$ cat config.mk
export PLATFORM = sky130hd
export DESIGN_NAME = nvbank_ce_guard
export DESIGN_NICKNAME = d
export VERILOG_FILES = /design/src/rtl/nvbank_pkg.sv /design/src/rtl/nvbank_cycle_timer.sv /design/src/rtl/nvbank_guard_fsm.sv /design/src/rtl/nvbank_bank_decode.sv /design/src/rtl/nvbank_ce_guard.sv
export SDC_FILE = /design/constraint.sdc
export NUM_CORES = 1
export LEC_CHECK = 0
export ABC_CLOCK_PERIOD_IN_PS = 5300
export BUFFER_PORTS_ARGS = -buffer_cell sky130_fd_sc_hd__buf_2
export CAP_MARGIN = 15
export CORE_AREA = 3 3 51 65
export CTS_BUF_LIST = sky130_fd_sc_hd__clkbuf_8
export DETAILED_ROUTE_END_ITERATION = 10
export DIE_AREA = 0 0 54 68
export PLACE_DENSITY = 0.84
export SYNTH_ARGS = -nofsm -noshare
export SYNTH_HDL_FRONTEND = slang
export SYNTH_HIERARCHICAL = 1
export SYNTH_SLANG_ARGS = --single-unit
$ cat constraint.sdc
create_clock -name clk -period 5.3 [get_ports clk]
set_input_delay 0 -clock clk [delete_from_list [all_inputs] [get_ports clk]]
set_output_delay 0 -clock clk [all_outputs]
set_load 0.1 [all_outputs]
$ cat src/rtl/nvbank_pkg.sv
// Package: shared types for the power-fail gated bank chip-enable decoder.
// Assumes: nothing; pure type definitions.
package nvbank_pkg;

    // Protection controller states.
    typedef enum logic [1:0] {
        GUARD_RUN     = 2'd0,  // normal decoding
        GUARD_DRAIN   = 2'd1,  // power failing, letting current access finish
        GUARD_LOCK    = 2'd2,  // all banks write-protected
        GUARD_RECOVER = 2'd3   // power back, waiting out recovery interval
    } guard_state_t;

endpackage

$ cat src/rtl/nvbank_cycle_timer.sv
// Module: nvbank_cycle_timer
// Counts clock cycles up to a limit that the caller supplies, and flags the last count.
// Assumes: limit_i >= 1 and stable while en_i is high; clr_i takes priority over en_i.
module nvbank_cycle_timer #(
    parameter int CNT_W = 20
) (
    input  logic             clk,
    input  logic             rst_n,
    input  logic             clr_i,
    input  logic             en_i,
    input  logic [CNT_W-1:0] limit_i,
    output logic             last_o
);

    logic [CNT_W-1:0] cnt_q;

    // Purpose: hold the running cycle count; clear on request, otherwise step while enabled.
    always_ff @(posedge clk) begin
        if (!rst_n || clr_i) begin
            cnt_q <= '0;
        end else if (en_i) begin
            cnt_q <= cnt_q + 1'b1;
        end
    end

    // Purpose: signal that the current cycle is the final one of the interval.
    always_comb begin
        last_o = (cnt_q == limit_i - 1'b1);
    end

    // the count never runs past its limit while counting.
    assert_count_in_range_R6: assert property (@(posedge clk) disable iff (!rst_n)
        en_i |-> (cnt_q < limit_i));

endmodule

$ cat src/rtl/nvbank_guard_fsm.sv
// Module: nvbank_guard_fsm
// Tracks power state and decides whether the bank decoder may pass the chip-enable.
// Assumes: pf_det_i and ce_n_i are synchronous to clk; WP_CYC and REC_CYC are >= 1.
module nvbank_guard_fsm
    import nvbank_pkg::*;
#(
    parameter int WP_CYC  = 1000,
    parameter int REC_CYC = 800000
) (
    input  logic clk,
    input  logic rst_n,
    input  logic pf_det_i,
    input  logic ce_n_i,
    output logic pass_o,
    output guard_state_t state_o
);

    localparam int MAX_CYC = (WP_CYC > REC_CYC) ? WP_CYC : REC_CYC;
    localparam int CNT_W   = $clog2(MAX_CYC + 1);

    guard_state_t state_q;
    guard_state_t state_d;
    logic [CNT_W-1:0] limit;
    logic tmr_clr;
    logic tmr_en;
    logic tmr_last;

    // Purpose: pick the interval length that belongs to the state being timed.
    always_comb begin
        limit = (state_q == GUARD_DRAIN) ? CNT_W'(WP_CYC) : CNT_W'(REC_CYC);
    end

    nvbank_cycle_timer #(
        .CNT_W (CNT_W)
    ) timer_i (
        .clk     (clk),
        .rst_n   (rst_n),
        .clr_i   (tmr_clr),
        .en_i    (tmr_en),
        .limit_i (limit),
        .last_o  (tmr_last)
    );

    // Purpose: next-state rules for drain, lock and recovery.
    always_comb begin
        state_d = state_q;
        unique case (state_q)
            GUARD_RUN: begin
                if (pf_det_i) state_d = ce_n_i ? GUARD_LOCK : GUARD_DRAIN;
            end
            GUARD_DRAIN: begin
                if (ce_n_i || tmr_last) state_d = GUARD_LOCK;
            end
            GUARD_LOCK: begin
                if (!pf_det_i) state_d = GUARD_RECOVER;
            end
            GUARD_RECOVER: begin
                if (pf_det_i)      state_d = GUARD_LOCK;
                else if (tmr_last) state_d = GUARD_RUN;
            end
            default: state_d = GUARD_LOCK;
        endcase
    end

    // Purpose: timer restarts on every state change and counts only in timed states.
    always_comb begin
        tmr_clr = (state_d != state_q);
        tmr_en  = (state_q == GUARD_DRAIN) || (state_q == GUARD_RECOVER);
    end

    // Purpose: state register with synchronous reset into normal decoding.
    always_ff @(posedge clk) begin
        if (!rst_n) state_q <= GUARD_RUN;
        else        state_q <= state_d;
    end

    // Purpose: decoding is allowed in normal operation and while draining an access.
    always_comb begin
        pass_o  = (state_q == GUARD_RUN) || (state_q == GUARD_DRAIN);
        state_o = state_q;
    end

    // an access that ends during drain leads straight to protection.
    assert_drain_ends_R5: assert property (@(posedge clk) disable iff (!rst_n)
        (state_q == GUARD_DRAIN && ce_n_i) |=> (state_q == GUARD_LOCK));

    // protection cannot be left while the power-fail flag is high.
    assert_lock_holds_R7: assert property (@(posedge clk) disable iff (!rst_n)
        (state_q == GUARD_LOCK && pf_det_i) |=> (state_q == GUARD_LOCK));

    // a power-fail during recovery returns to protection.
    assert_recover_abort_R9: assert property (@(posedge clk) disable iff (!rst_n)
        (state_q == GUARD_RECOVER && pf_det_i) |=> (state_q == GUARD_LOCK));

    // normal decoding is only reached from recovery when its interval has run out.
    assert_recover_exit_R8: assert property (@(posedge clk) disable iff (!rst_n)
        (state_q == GUARD_RECOVER && !pf_det_i && !tmr_last) |=> (state_q == GUARD_RECOVER));

endmodule

$ cat src/rtl/nvbank_bank_decode.sv
// Module: nvbank_bank_decode
// Combinational steering of the active-low chip-enable onto one bank output.
// Assumes: pass_i is a clean registered gate; no clock is needed here.
module nvbank_bank_decode #(
    parameter int NUM_BANKS = 4,
    parameter int SEL_W     = 2
) (
    input  logic                 pass_i,
    input  logic                 ce_n_i,
    input  logic [SEL_W-1:0]     sel_i,
    output logic [NUM_BANKS-1:0] ce_o_n
);

    for (genvar b = 0; b < NUM_BANKS; b++) begin : g_bank
        // Purpose: drive bank b low only when gated on, enabled and selected.
        always_comb begin
            ce_o_n[b] = !(pass_i && !ce_n_i && (sel_i == SEL_W'(b)));
        end
    end

endmodule

$ cat src/rtl/nvbank_ce_guard.sv
// Module: nvbank_ce_guard (top)
// Decodes a chip-enable to one of NUM_BANKS banks and write-protects all banks on power-fail.
// Assumes: inputs synchronous to clk; WP_CYC and REC_CYC in clock cycles, both >= 1.
module nvbank_ce_guard
    import nvbank_pkg::*;
#(
    parameter int NUM_BANKS = 4,
    parameter int WP_CYC    = 1000,
    parameter int REC_CYC   = 800000,
    localparam int SEL_W    = $clog2(NUM_BANKS)
) (
    input  logic                 clk,
    input  logic                 rst_n,
    input  logic                 pf_det_i,
    input  logic                 ce_n_i,
    input  logic [SEL_W-1:0]     sel_i,
    output logic [NUM_BANKS-1:0] ce_o_n
);

    logic         pass;
    guard_state_t state;

    nvbank_guard_fsm #(
        .WP_CYC  (WP_CYC),
        .REC_CYC (REC_CYC)
    ) fsm_i (
        .clk      (clk),
        .rst_n    (rst_n),
        .pf_det_i (pf_det_i),
        .ce_n_i   (ce_n_i),
        .pass_o   (pass),
        .state_o  (state)
    );

    nvbank_bank_decode #(
        .NUM_BANKS (NUM_BANKS),
        .SEL_W     (SEL_W)
    ) dec_i (
        .pass_i (pass),
        .ce_n_i (ce_n_i),
        .sel_i  (sel_i),
        .ce_o_n (ce_o_n)
    );

    // never more than one bank enabled.
    assert_single_bank_R3: assert property (@(posedge clk) disable iff (!rst_n)
        $countones(~ce_o_n) <= 1);

    // an idle enable input keeps every bank idle.
    assert_idle_all_high_R2: assert property (@(posedge clk) disable iff (!rst_n)
        ce_n_i |-> (&ce_o_n));

    // protected or recovering states keep all banks off.
    assert_protect_blocks_R4: assert property (@(posedge clk) disable iff (!rst_n)
        (state == GUARD_LOCK || state == GUARD_RECOVER) |-> (&ce_o_n));

endmodule

==> results.md <==
* Hold_sp: rst_n
* Cells after synthesis at 209
* FF-to-FF path depth at 11
* Met1 Track Usage GR at 25.3%
* DR WL/cell at 12.6 um
* RePlAce Congestion at 0.836
* Reg-to-Reg Start: fsm_i/state_o[0]
* Ys Warns at 6
* Crit Path Class: register to register
* Share of post-route cells with drive strength above 1 at 8.33%
* Commonest cells after routing, fill and taps aside: conb_1 (37), xnor2_1 (25), nor2_1 (24)
* Fin. max-slew vios at 0
* Diode count at 0
* Gr usage total at 22.5%
* Power Internal at 297 uW
* Worst setup path endpoint: fsm_i/timer_i/cnt_q[18]
* Drt drc at 0
* Final hold vios at 0
* Wire length of the first global-routing pass at 6140 um
* Sw frac at 26.6%
* CTS H-tree depth at 1
* Fin cells at 286
* TritonCTS Buffers at 3
* Die area at 3670 um^2
* DR pass1 iterations at 4
* HP Class: input pin to register
* Max clock buf depth at 2
* Reg2Reg Setup Slack at 1.64 ns
* Met2 usage at 42.1%
* Postcts setup bufs at 0
* Crit path cell chain: nor2b_2, buf_4, or3_4, or4_1, o31a_1, nor4_1, and4_1, nor2b_1, a2bb2oi_1, nand2b_1, nor2_1
* Reg clk slew, reported paths at 0.08 ns
* Worst path depth at 11
* Slowest cell delay on critical path at 0.60 ns
* Critical path fanouts, max at 20
* Post-synthesis cell type count at 48
* Grt peak-use layer: met2
* Die width at 54 um
* Synth Area per Inst at 8.14 um^2
* Post-cts hold buffer count at 0
* Initial Util at 62.9%
* Reg-to-reg endpoint: fsm_i/timer_i/cnt_q[18]
* Logic pwr share at 19.5%
* Fmax at 273 MHz
* Flop pwr share at 42.2%
* Nature of the critical path endpoint: register
* Post-synthesis compound-gate area fraction at 11.0%
* CTS tree: done
* Syn Std Cell Area at 1700 um^2
* Die Y at 68 um
* Grt total ovfl at 0
* Largest family of logic cells by synthesized area: simple AND/OR/NAND/NOR gates
* # fillers at 218
* PortBufs at 9
* Seq/Total Area, Yosys at 25.9%
* CP startpoint: fsm_i/state_o[0]
* Avg Vias per Cell at 5.38
* Synth Area in Adders at 1.47%
* Synth Area in XOR/XNOR at 21.1%
* Initial DRC count at 54
* Worst-Skew Late Latency at 0.26 ns
* Clk root buf: clkbuf_8
* CP Buf/Inv Count at 1
* Clk pwr share at 38.3%
* Top-Level Pins at 10
* Rel. slew slack at 50.3%
* Final min period at 3.66 ns
* Largest net degree at the start of global routing at 21
* Post-DP HPWL at 2760 um
* NumNets Final at 261
* # resized after CTS at 0
* Slowest cell on the critical path: nand2b_1
* Number of global-route vias before repair at 1451
* Cell Area, Placed at 1900 um^2
* Worst slew pin tran at 0.746 ns
* Tot Pwr at 405 uW
* Cells after DPL at 282
* WP data arrival at 3.78 ns
* Final setup violation count at 0
* Final Skew at 0.00171 ns
* Fin Setup TNS at 0 ns
* Mux cell area share after synthesis at 2.43%
* Antenna violations before repair at 0
* P&R area growth vs syn at 15.9%
* Core Region at 2710 um^2
* WHS at 0.0186 ns
* Met3 Usage GRT at 3.27%
* Switch Pwr at 108 uW
* Post-Route WL at 3610 um
* Leak at 0.695 nW
* Crit share post-route at 69.0%
* Pwr Density at 205 nW/um^2
* DR vias at 1540
* Maxcap violations at 0
* Post-route ant nets at 0
* Clock tree sinks at 22
* RSZ-0062 raised after global routing: false
* Number of synthesized register bits at 22
* Critical Path Start Type: register
* Post-route cell area at 1970 um^2
* Status: complete, no violations
* Maximum vdd ir drop at 0.187 mV
* Family with the most delay on the worst path: simple AND/OR/NAND/NOR gates
* Crit path required time at 5.42 ns
* Simple-gate portion of the synthesized area at 34.4%
* # rows at 21
* Commonest non-fill, non-tap cell in the layout: conb_1
-- power by group through the flow --
stage               sequential (mW)  combinational (mW)  clock [mW]
floorplan                     0.172              0.0675           0
global placement              0.174              0.0759           0
detailed placement            0.175              0.0770           0
CTS                           0.171              0.0777       0.159
global route                  0.171              0.0876       0.165
finish                        0.171              0.0790       0.155
-- how the worst min path moves through the flow --
stage,depth (start not counted),slack [ns],end
4_1_cts,3,0.01,fsm_i/state_o[0]
6_report,3,0.02,fsm_i/state_o[1]
5_1_grt,3,0.02,fsm_i/state_o[0]
3_3_place_gp,3,0.28,fsm_i/state_o[1]
3_5_place_dp,3,0.29,fsm_i/state_o[0]
2_1_floorplan,2,0.14,fsm_i/state_o[0]
-- cell type report --
class	count	area, um^2	share of cell area [%]
Multi-Input combinational cell	209	1340	67.9
Sequential cell	22	440	22.3
Timing Repair Buffer	10	52.6	2.66
Tap cell	34	42.5	2.16
Clock buffer	3	41.3	2.09
Clock inverter	1	30.0	1.52
Inverter	7	26.3	1.33
-- synthesized netlist by cell type, drive strengths merged --
cell	n	area [um^2]
and4b	2	20.0
or4	2	15.0
a211oi	3	22.5
conb	2	7.51
a2bb2oi	1	8.76
clkbuf	5	18.8
buf	1	11.3
inv	7	26.3
o22ai	2	12.5
a311oi	1	8.76
nor4b	2	23.8
o21ai	7	35.0
nand2	7	26.3
nor2b	4	25.0
nand4b	1	8.76
nand4	8	50.1
or3	8	60.1
o32ai	1	8.76
and3	3	18.8
o31a	1	8.76
a22o	1	10.0
nand3b	1	7.51
ha	2	25.0
a41oi	1	8.76
mux2i	3	30.0
or4b	1	10.0
dfxtp	22	440
and2	2	12.5
nor4	8	71.3
mux2	1	11.3
nand4bb	3	33.8
a21oi	8	40.0
or2	1	6.26
nor3	5	25.0
nor2	24	90.1
a32oi	1	8.76
o21bai	1	7.51
nand2b	3	18.8
a31oi	1	6.26
and4	2	17.5
nand3	9	45.0
xor2	16	140
xnor2	25	219
-- state kept, by name, summed over array words and instances, names as in the netlist --
name and cells:
fsm_i/timer_i/cnt_q 20, fsm_i/state_o 2
-- through the flow --
step           setup WS, ns  utilization, %
6_report               1.64            72.9
5_1_grt                1.39            72.9
2_1_floorplan          1.50               -
3_3_place_gp           1.75            70.2
4_1_cts                1.62            72.9
3_5_place_dp           1.63            70.2
-- cell families (layout without fill, tap and decap cells) --
family	Yosys count	after routing
other	2	37
XOR/XNOR	41	41
buffers and inverters	13	21
flip-flops	22	22
AO/OA/AOI/OAI	29	29
adder cells (fa/ha/maj)	2	2
multiplexers	4	4
AND/OR/NAND/NOR	96	96
-- worst reg2reg max path: stages, from the launching register on --
cell and delay, ns:
dfxtp_1 0.44, nor2b_2 0.28, buf_4 0.22, or3_4 0.41, or4_1 0.50, o31a_1 0.31
nor4_1 0.15, and4_1 0.29, nor2b_1 0.06, a2bb2oi_1 0.13, nand2b_1 0.60, nor2_1 0.13
-- per-layer routing --
metal	part of all wire (%)	up-vias
li1	-	805
met1	42	708
met2	54	17
met3	1.9	10
met4	1.9	0
met5	0	-
(Power assumes the default switching activity.)
